$ cat config.mk
export PLATFORM = sky130hd
export DESIGN_NAME = sdram_refresh_sched
export DESIGN_NICKNAME = d
export VERILOG_FILES = /design/src/rtl/rfsh_pkg.sv /design/src/rtl/rfsh_interval_timer.sv /design/src/rtl/rfsh_pending.sv /design/src/rtl/rfsh_seq_fsm.sv /design/src/rtl/sdram_refresh_sched.sv
export SDC_FILE = /design/constraint.sdc
export NUM_CORES = 1
export LEC_CHECK = 0
export BUFFER_PORTS_ARGS = -buffer_cell sky130_fd_sc_hd__buf_4
export CAP_MARGIN = 20
export CELL_PAD_IN_SITES_DETAIL_PLACEMENT = 1
export CELL_PAD_IN_SITES_GLOBAL_PLACEMENT = 1
export CORE_MARGIN = 4
export CORE_UTILIZATION = 43
export DETAILED_ROUTE_END_ITERATION = 8
export HOLD_SLACK_MARGIN = 0.12
export MAX_ROUTING_LAYER = met4
export PLACE_DENSITY_LB_ADDON = 0.25
export SLEW_MARGIN = 40
export SYNTH_ARGS = -nofsm -noshare
export SYNTH_HDL_FRONTEND = slang
export SYNTH_HIERARCHICAL = 1
export SYNTH_SLANG_ARGS = --single-unit
$ cat constraint.sdc
create_clock -name clk -period 2.1 [get_ports clk]
set_clock_uncertainty 0.05 [all_clocks]
set_input_delay 0.21 -clock clk [delete_from_list [all_inputs] [get_ports clk]]
set_output_delay 0.21 -clock clk [all_outputs]
set_load 0.02 [all_outputs]
$ cat src/rtl/rfsh_pkg.sv
package rfsh_pkg;

  typedef enum logic [1:0] {
    CMD_NOP  = 2'd0,
    CMD_PALL = 2'd1,
    CMD_AREF = 2'd2
  } rfsh_cmd_e;

  typedef struct packed {
    logic cs_n;
    logic ras_n;
    logic cas_n;
    logic we_n;
    logic a10;
  } sd_pins_t;

  // whole clocks covering a minimum time, rounded up
  function automatic int clk_ceil(input int t_ps, input int period_ps);
    return (t_ps + period_ps - 1) / period_ps;
  endfunction

  function automatic int max2(input int a, input int b);
    return (a > b) ? a : b;
  endfunction

  function automatic sd_pins_t encode_cmd(input rfsh_cmd_e c);
    sd_pins_t p;
    case (c)
      CMD_PALL: p = '{cs_n: 1'b0, ras_n: 1'b0, cas_n: 1'b1, we_n: 1'b0, a10: 1'b1};
      CMD_AREF: p = '{cs_n: 1'b0, ras_n: 1'b0, cas_n: 1'b0, we_n: 1'b1, a10: 1'b0};
      default:  p = '{cs_n: 1'b0, ras_n: 1'b1, cas_n: 1'b1, we_n: 1'b1, a10: 1'b0};
    endcase
    return p;
  endfunction

endpackage

$ cat src/rtl/rfsh_interval_timer.sv
module rfsh_interval_timer #(
  parameter int INTERVAL_CLKS = 1562
) (
  input  logic clk,
  input  logic rst_n,
  output logic tick
);
  localparam int CW = $clog2(INTERVAL_CLKS + 1);
  localparam logic [CW-1:0] RELOAD = CW'(INTERVAL_CLKS - 1);

  logic [CW-1:0] cnt_q;

  assign tick = (cnt_q == '0);

  always_ff @(posedge clk) begin
    if (!rst_n)    cnt_q <= RELOAD;
    else if (tick) cnt_q <= RELOAD;
    else           cnt_q <= cnt_q - 1'b1;
  end
endmodule

$ cat src/rtl/rfsh_pending.sv
module rfsh_pending (
  input  logic clk,
  input  logic rst_n,
  input  logic tick,
  input  logic gnt,
  input  logic idle,
  output logic req,
  output logic ovr,
  output logic take
);
  logic req_q, ovr_q;

  assign take = req_q & gnt & idle;
  assign req  = req_q;
  assign ovr  = ovr_q;

  always_ff @(posedge clk) begin
    if (!rst_n) begin
      req_q <= 1'b0;
      ovr_q <= 1'b0;
    end else begin
      if (tick)      req_q <= 1'b1;
      else if (take) req_q <= 1'b0;

      if (take)               ovr_q <= 1'b0;
      else if (tick && req_q) ovr_q <= 1'b1;
    end
  end
endmodule

$ cat src/rtl/rfsh_seq_fsm.sv
module rfsh_seq_fsm
  import rfsh_pkg::*;
#(
  parameter int T_RP  = 3,
  parameter int T_RFC = 8
) (
  input  logic      clk,
  input  logic      rst_n,
  input  logic      take,
  input  logic      double_ref,
  output logic      idle,
  output rfsh_cmd_e cmd
);
  localparam int WMAX = max2(T_RP, T_RFC);
  localparam int WW   = $clog2(WMAX + 1);

  typedef enum logic [2:0] {
    S_IDLE, S_PRE, S_RP, S_REF, S_RFC
  } state_e;

  state_e        st_q, st_d;
  logic [WW-1:0] wcnt_q, wcnt_d;
  logic          second_q, second_d;

  assign idle = (st_q == S_IDLE);

  always_comb begin
    case (st_q)
      S_PRE:   cmd = CMD_PALL;
      S_REF:   cmd = CMD_AREF;
      default: cmd = CMD_NOP;
    endcase
  end

  always_comb begin
    st_d     = st_q;
    wcnt_d   = wcnt_q;
    second_d = second_q;
    case (st_q)
      S_IDLE: if (take) begin
        st_d     = S_PRE;
        second_d = double_ref;
      end
      S_PRE: begin
        if (T_RP > 1) begin
          st_d   = S_RP;
          wcnt_d = WW'(T_RP - 2);
        end else begin
          st_d = S_REF;
        end
      end
      S_RP: begin
        if (wcnt_q == '0) st_d = S_REF;
        else              wcnt_d = wcnt_q - 1'b1;
      end
      S_REF: begin
        if (T_RFC > 1) begin
          st_d   = S_RFC;
          wcnt_d = WW'(T_RFC - 2);
        end else if (second_q) begin
          st_d     = S_REF;
          second_d = 1'b0;
        end else begin
          st_d = S_IDLE;
        end
      end
      S_RFC: begin
        if (wcnt_q != '0) begin
          wcnt_d = wcnt_q - 1'b1;
        end else if (second_q) begin
          st_d     = S_REF;
          second_d = 1'b0;
        end else begin
          st_d = S_IDLE;
        end
      end
      default: st_d = S_IDLE;
    endcase
  end

  always_ff @(posedge clk) begin
    if (!rst_n) begin
      st_q     <= S_IDLE;
      wcnt_q   <= '0;
      second_q <= 1'b0;
    end else begin
      st_q     <= st_d;
      wcnt_q   <= wcnt_d;
      second_q <= second_d;
    end
  end
endmodule

$ cat src/rtl/sdram_refresh_sched.sv
module sdram_refresh_sched
  import rfsh_pkg::*;
#(
  parameter int CLK_PERIOD_PS = 10000,
  parameter int T_RP_PS       = 24000,
  parameter int T_RFC_PS      = 80000,
  parameter int INTERVAL_CLKS = 1562
) (
  input  logic clk,
  input  logic rst_n,
  input  logic ref_gnt,
  output logic ref_req,
  output logic busy,
  output logic overrun,
  output logic sd_cke,
  output logic sd_cs_n,
  output logic sd_ras_n,
  output logic sd_cas_n,
  output logic sd_we_n,
  output logic sd_a10
);
  localparam int T_RP  = clk_ceil(T_RP_PS, CLK_PERIOD_PS);
  localparam int T_RFC = clk_ceil(T_RFC_PS, CLK_PERIOD_PS);

  // named internal events, observed by the bound checker
  logic      slot_tick;
  logic      grant_take;
  logic      seq_idle;
  logic      pre_evt;
  logic      ref_evt;
  rfsh_cmd_e cur_cmd;
  sd_pins_t  pins;

  rfsh_interval_timer #(.INTERVAL_CLKS(INTERVAL_CLKS)) u_timer (
    .clk  (clk),
    .rst_n(rst_n),
    .tick (slot_tick)
  );

  rfsh_pending u_pend (
    .clk  (clk),
    .rst_n(rst_n),
    .tick (slot_tick),
    .gnt  (ref_gnt),
    .idle (seq_idle),
    .req  (ref_req),
    .ovr  (overrun),
    .take (grant_take)
  );

  rfsh_seq_fsm #(.T_RP(T_RP), .T_RFC(T_RFC)) u_fsm (
    .clk       (clk),
    .rst_n     (rst_n),
    .take      (grant_take),
    .double_ref(overrun),
    .idle      (seq_idle),
    .cmd       (cur_cmd)
  );

  assign pre_evt  = (cur_cmd == CMD_PALL);
  assign ref_evt  = (cur_cmd == CMD_AREF);
  assign pins     = encode_cmd(cur_cmd);
  assign busy     = ~seq_idle;
  assign sd_cke   = 1'b1;
  assign sd_cs_n  = pins.cs_n;
  assign sd_ras_n = pins.ras_n;
  assign sd_cas_n = pins.cas_n;
  assign sd_we_n  = pins.we_n;
  assign sd_a10   = pins.a10;
endmodule

Word level (Yosys, flattened, before mapping):

Index checks and enable logic that the tools add are counted.

* register bits: 21
* input port bits: 3
* output and inout bits: 9
* logic and storage cells: 51

* add/sub/neg operators: 2
* equal/unequal tests: 11
* mux-type cells: 15
* bitwise operators: 4
* reduce and logical (&&, ||, !) cells: 13

Operator list (count)
* 4-bit one-hot mux with 4 select lines: 1
* 3-bit one-hot mux with 5 select lines: 1
* 11-bit zero test: 1
* 11-bit by 1-bit subtractor with 11-bit output, second input constant: 1
* 3-bit 2-to-1 mux: 3
* 3-bit AND reduction: 3
* 4-bit 2-to-1 mux: 2
* 4-bit one-hot mux with 2 select lines: 1
* 4-bit nonzero test: 2
* 3-bit by 2-bit equality test with 1-bit output, second input constant: 2
* 2-bit != test, second input constant: 3
* 4-bit zero test: 1
* 1-bit 2-to-1 mux: 4
* 2-bit by 1-bit != test with 1-bit output, second input constant: 2
* 2-bit one-hot mux with 2 select lines: 1
* 2-bit nonzero test: 2
* 2-bit OR reduction: 2
* 4-bit by 1-bit subtractor with 4-bit output, second input constant: 1
* 3-bit by 1-bit equality test with 1-bit output, second input constant: 1
* 3-bit equality test, second input constant: 1
* 3-bit zero test: 1
* 1-bit bitwise AND: 2
* 2-bit by 1-bit equality test with 1-bit output, second input constant: 1
* 2-bit equality test, second input constant: 1
* 4 further kinds: 5

Logic depth before layout (Yosys ltp):

* depth in word-level cells: 4
* gate-level depth with buffers: 6
* mapped depth without buffers: 6

Hierarchy:

The synthesis kept the hierarchy.

Modules (own cells, without submodules)
* rfsh_seq_fsm: times used 1, cells an instance 70, area an instance 553.0 um^2, sequential area each 160.2 um^2
* rfsh_interval_timer: times used 1, cells an instance 59, area an instance 545.5 um^2, sequential area each 220.2 um^2
* rfsh_pending: times used 1, cells an instance 7, area an instance 83.8 um^2, sequential area each 40.0 um^2
* sdram_refresh_sched: times used 1, cells an instance 12, area an instance 78.8 um^2, sequential area each 0.0 um^2

Worst setup path after synthesis:

No wires, ideal clock.

* path type: register -> register
* start point: reg u_timer.cnt_q[4]
* end point: reg u_pend.ovr_q (netlist: u_pend/ovr)
* library setup time: 0.073 ns
* arrival: 1.693 ns
* required time: 1.977 ns
* slack: 0.285 ns
* cell stages (with the launch flop): 7
* path buffers: 1
* clock period less this slack: 1.815 ns
* cells stage by stage: dfxtp_1 > or4_4 > buf_6 > or3_1 > nor2_1 > a21oi_1 > nor3b_2

* longest elaborated chain between the ends: 2

Ends and longest elaborated chain
* from (decl): line rfsh_interval_timer.sv:11 `logic [CW-1:0] cnt_q;`
* from (signal assigned): line rfsh_interval_timer.sv:18 `else cnt_q <= cnt_q - 1'b1;`
* 11-bit zero test: line rfsh_interval_timer.sv:13 `assign tick = (cnt_q == '0);`
* net slot_tick: line sdram_refresh_sched.sv:26 `logic slot_tick;`
* 1-bit logical AND: line rfsh_pending.sv:26 `else if (tick && req_q) ovr_q <= 1'b1;`
* to (signal assigned): line rfsh_pending.sv:20 `ovr_q <= 1'b0;`
* to (signal assigned): line rfsh_pending.sv:25 `if (take) ovr_q <= 1'b0;`
* to (signal assigned): line rfsh_pending.sv:26
* to (decl): line rfsh_pending.sv:11 `logic req_q, ovr_q;`

The timed path passes the listed nets, and every way through them passes these cells.
A chain may end at the register's enable or synchronous reset.

Worst setup path after layout:

* start point: reg u_fsm.st_q[0]
* end point: out sd_we_n

* longest elaborated chain between the ends: 4
* elaborated cells on any way between the ends: 6
* classes of those cells: eq/ne (4); mux (2)

Ends and longest elaborated chain
* from (decl): line rfsh_seq_fsm.sv:21 `state_e st_q, st_d;`
* from (signal assigned): line rfsh_seq_fsm.sv:87 `st_q <= st_d;`
* 3-bit by 2-bit equality test with 1-bit output or 3-bit by 1-bit equality test with 1-bit output (tied branches): line rfsh_seq_fsm.sv:28 `case (st_q)`
* 2-bit one-hot mux with 2 select lines *: line rfsh_seq_fsm.sv:28
* net cur_cmd[1]: line sdram_refresh_sched.sv:31 `rfsh_cmd_e cur_cmd;`
* 2-bit equality test or 2-bit by 1-bit equality test with 1-bit output (tied branches): line rfsh_pkg.sv:28 `case (c)`
* 4-bit one-hot mux with 2 select lines *: line rfsh_pkg.sv:28
* to (decl): line sdram_refresh_sched.sv:19 `output logic sd_we_n,`

The timed path passes the listed nets; every way through them passes the cells marked *.

==> run_results.csv <==
group,metric,value,unit
outcome,status,"finished, final reports clean",
logic_synthesis,synthMostInstantiatedCell,"dfxtp_1",
clocking,clockRootBuffer,"clkbuf_4",
clocking,clk-insertion-delay-late,0.31,ns
detailed_routing,met3_wirelength,127,microns
logic_synthesis,synth_edf_count,0,
worst_setup_path,arrival,1.70,ns
power_and_ir_drop,internal_power,0.000529,W
logic_synthesis,ys_seq_area_share,33.3,%
power_and_ir_drop,comb_power_share,14.2,%
detailed_routing,wl_per_cell,14.9,microns
clocking,cts.htree.levels,1,
logic_synthesis,synthTopCellsByArea,"dfxtp_1, ha_1, a21oi_1, inv_1, nor2_1",
power_and_ir_drop,peakVddDrop,347,uV
detailed_routing,via_count,1118,
sta,fmax,511,MHz
sta,fin_tns_setup,0,ns
logic_synthesis,synth_area,1260,sq um
clocking,max-clock-path-buffers,2,
logic_synthesis,synthTopCellsByCount,"dfxtp_1, inv_1, nor2_1",
logic_synthesis,ys_ff_latch,21,
detailed_routing,met1Wirelength,1.35,mm
worst_setup_path,cp-start-kind,"flip-flop",
power_and_ir_drop,p_clk_share,27.6,%
sta,maxSlewViolCount,0,
cells_and_area,final_util,49.6,%
detailed_routing,drtIter0Drc,14,
power_and_ir_drop,seqPwrFrac,58.1,%
sta,post-route-period-util,93.2,%
clocking,cts_sinks,21,
floorplan,die_height,62.2,microns
placement,hpwl,2.15,mm
cells_and_area,diodes,0,
logic_synthesis,post_synth_inst_count,148,
cells_and_area,syn_to_final_growth,9.33,%
placement,place_congestion,0.774,
logic_synthesis,yosys_warnings,6,
placement,port_buffers,9,
clocking,cts_tree,"yes",
logic_synthesis,synth_flop_cell,"dfxtp_1",
detailed_routing,drc,0,
clocking,clk_pin_slew,0.12,ns
power_and_ir_drop,power,0.000739,W
global_route,grt_pass1_vias,1060,
cells_and_area,layout.nets,168,
floorplan,rows,19,
detailed_routing,viasPerCell,5.95,
worst_setup_path,critical_path_class,"flip-flop to output port",
global_route,overflow,0,
floorplan,ios,12,
detailed_routing,dr.pass1.iters,4,
floorplan,start_util,45.3,%
sta,grt_setup_unrepaired,"no",
sta,finalHoldViolations,0,
clocking,cts_setup_buffers,0,
worst_setup_path,required,1.84,ns
global_route,grt_pass1_wl,4.89,mm
logic_synthesis,post_synth_num_cell_types,49,
floorplan,fp.coreArea,2780,sq um
sta,setup_viol,0,
flow_run,maxCapViolCount,0,
power_and_ir_drop,p_sw_share,28.4,%
clocking,cts_made_buffers,3,
worst_setup_path,crit_fanout,7,
hold_path,hp-class,"input pin to flip-flop",
logic_synthesis,yosysTopAreaCellShare,33.3,%
logic_synthesis,async_flop_share,0,%
logic_synthesis,synth_area_leader_cell,"dfxtp_1",
worst_setup_path,end_kind,"output port",
power_and_ir_drop,p_per_area,536,nW/um^2
global_route,grt_usage,15.4,%
sta,post-route-min-period,1.96,ns
logic_synthesis,avgSynthCellArea,8.52,sq um
detailed_routing,routed_wl,2.80,mm
detailed_routing,wl_met2,1.29,mm
detailed_routing,dr.max_layer_used,"met4",
floorplan,dieArea,3860,sq um
logic_synthesis,synth_nets,158,
cells_and_area,drive_gt1_share,17.8,%
global_route,grt_start_max_net_pins,17,
power_and_ir_drop,p_leak,0.495,nW
global_route,antenna_found_initial,0,
detailed_routing,ant_nets,0,
power_and_ir_drop,p_switching,0.000209,W
floorplan,fp.dieW,62.2,microns
## per-stage QoR
step / setup WS [ns] / hold slack, ns / area [sq um] / cells
3_5_place_dp: 0.210 / 0.349 / 1340 / 183
4_1_cts: 0.0405 / 0.179 / 1380 / 188
3_3_place_gp: 0.292 / 0.333 / 1340 / 183
2_1_floorplan: 0.285 / 0.232 / 1260 / 148
5_1_grt: 0.000586 / 0.198 / 1380 / 188
6_report: 0.143 / 0.194 / 1380 / 188
## kinds of logic (layout without fill, tap and decap cells)
group                    count (synthesis)  count (layout)  synth area share [%]
AO/OA/AOI/OAI                           35              35                  20.7
XOR/XNOR                                 5               5                  3.47
adder cells (fa/ha/maj)                  7               7                  6.94
buffers and inverters                   19              28                  7.04
flip-flops                              21              21                  33.3
other                                    2               2                 0.595
AND/OR/NAND/NOR                         59              59                  27.9
## flip-flops by register name (all words and copies together), names as in the netlist
register,flops
u_fsm/second_q,1
u_fsm/st_q,3
u_fsm/wcnt_q,4
u_pend/ovr,1
u_pend/req,1
u_timer/cnt_q,11
## power by group through the flow
stage / Clock [W] / Sequential [W] / Combinational [W]
global placement: 0 / 0.000436 / 0.0000974
finish: 0.000204 / 0.000429 / 0.000105
CTS: 0.000216 / 0.000429 / 0.000105
global route: 0.000237 / 0.000433 / 0.000115
detailed placement: 0 / 0.000438 / 0.000103
floorplan: 0 / 0.000433 / 0.0000816
## critical path: stages, from the launching register on
cell and delay (ns):
dfxtp_1 0.45, nor2b_1 0.30, and2_1 0.22, inv_1 0.07, ha_1 0.17, inv_1 0.05
buf_4 0.13
## cell type report
| type | instances | area [sq um] |
|---|---|---|
| fillers | 331 | 1400 |
| multi-input cells | 108 | 752 |
| flip-flops and latches | 21 | 423 |
| repair buffers | 12 | 92.6 |
| inverters | 12 | 45.0 |
| well taps | 31 | 38.8 |
| clock buffers | 3 | 22.5 |
| clock inverters | 1 | 5.00 |
## repair_timing
action                                  4_1_cts  5_1_grt
hold buffers                                  1        0
hold endpoints to repair                      2        0
endpoints found under the setup margin        0        3
resized for setup                             0        2
## layer usage
metal  global-route usage [%]  vias up
met5                        -        -
met3                     1.98        4
li1                         -      546
met1                     20.2      541
met2                     24.2       27
met4                     5.69        0
## path summary, 6_finish.rpt
kind                                from                           to  slack [ns]  cells after the start
max           u_fsm/st_q[0]$_SDFFE_PN0P_                      sd_we_n        0.14                      6
max reg2reg  u_timer/cnt_q[4]$_SDFF_PP1_      u_pend/ovr$_SDFFE_PP0P_        0.18                      5
min reg2reg  u_timer/cnt_q[0]$_SDFF_PP1_  u_timer/cnt_q[0]$_SDFF_PP1_        0.37                      1
min                              ref_gnt      u_pend/req$_SDFFE_PN0P_        0.19                      3
## cells in the final DEF (no fill, tap or decap), types with 2 or more instances in the layout
cell type	synthesis	layout
nand2_1	8	8
ha_1	7	7
dfxtp_2	0	2
nand2b_1	2	2
nor3_1	2	2
dfxtp_1	21	19
nor2b_1	3	3
inv_1	12	12
nor2_1	12	12
clkbuf_4	0	3
o31a_1	2	2
or3b_2	2	2
or2_2	2	2
o31ai_1	4	4
o21ai_0	4	4
xnor2_1	4	4
or4_1	2	2
conb_1	2	2
and2_1	4	4
nor3b_1	2	2
nand3_1	2	2
nor4_1	6	6
a21oi_1	9	9
buf_4	2	11
or3_1	5	5
o21ai_1	3	3
Power figures use the tool's default switching activity.
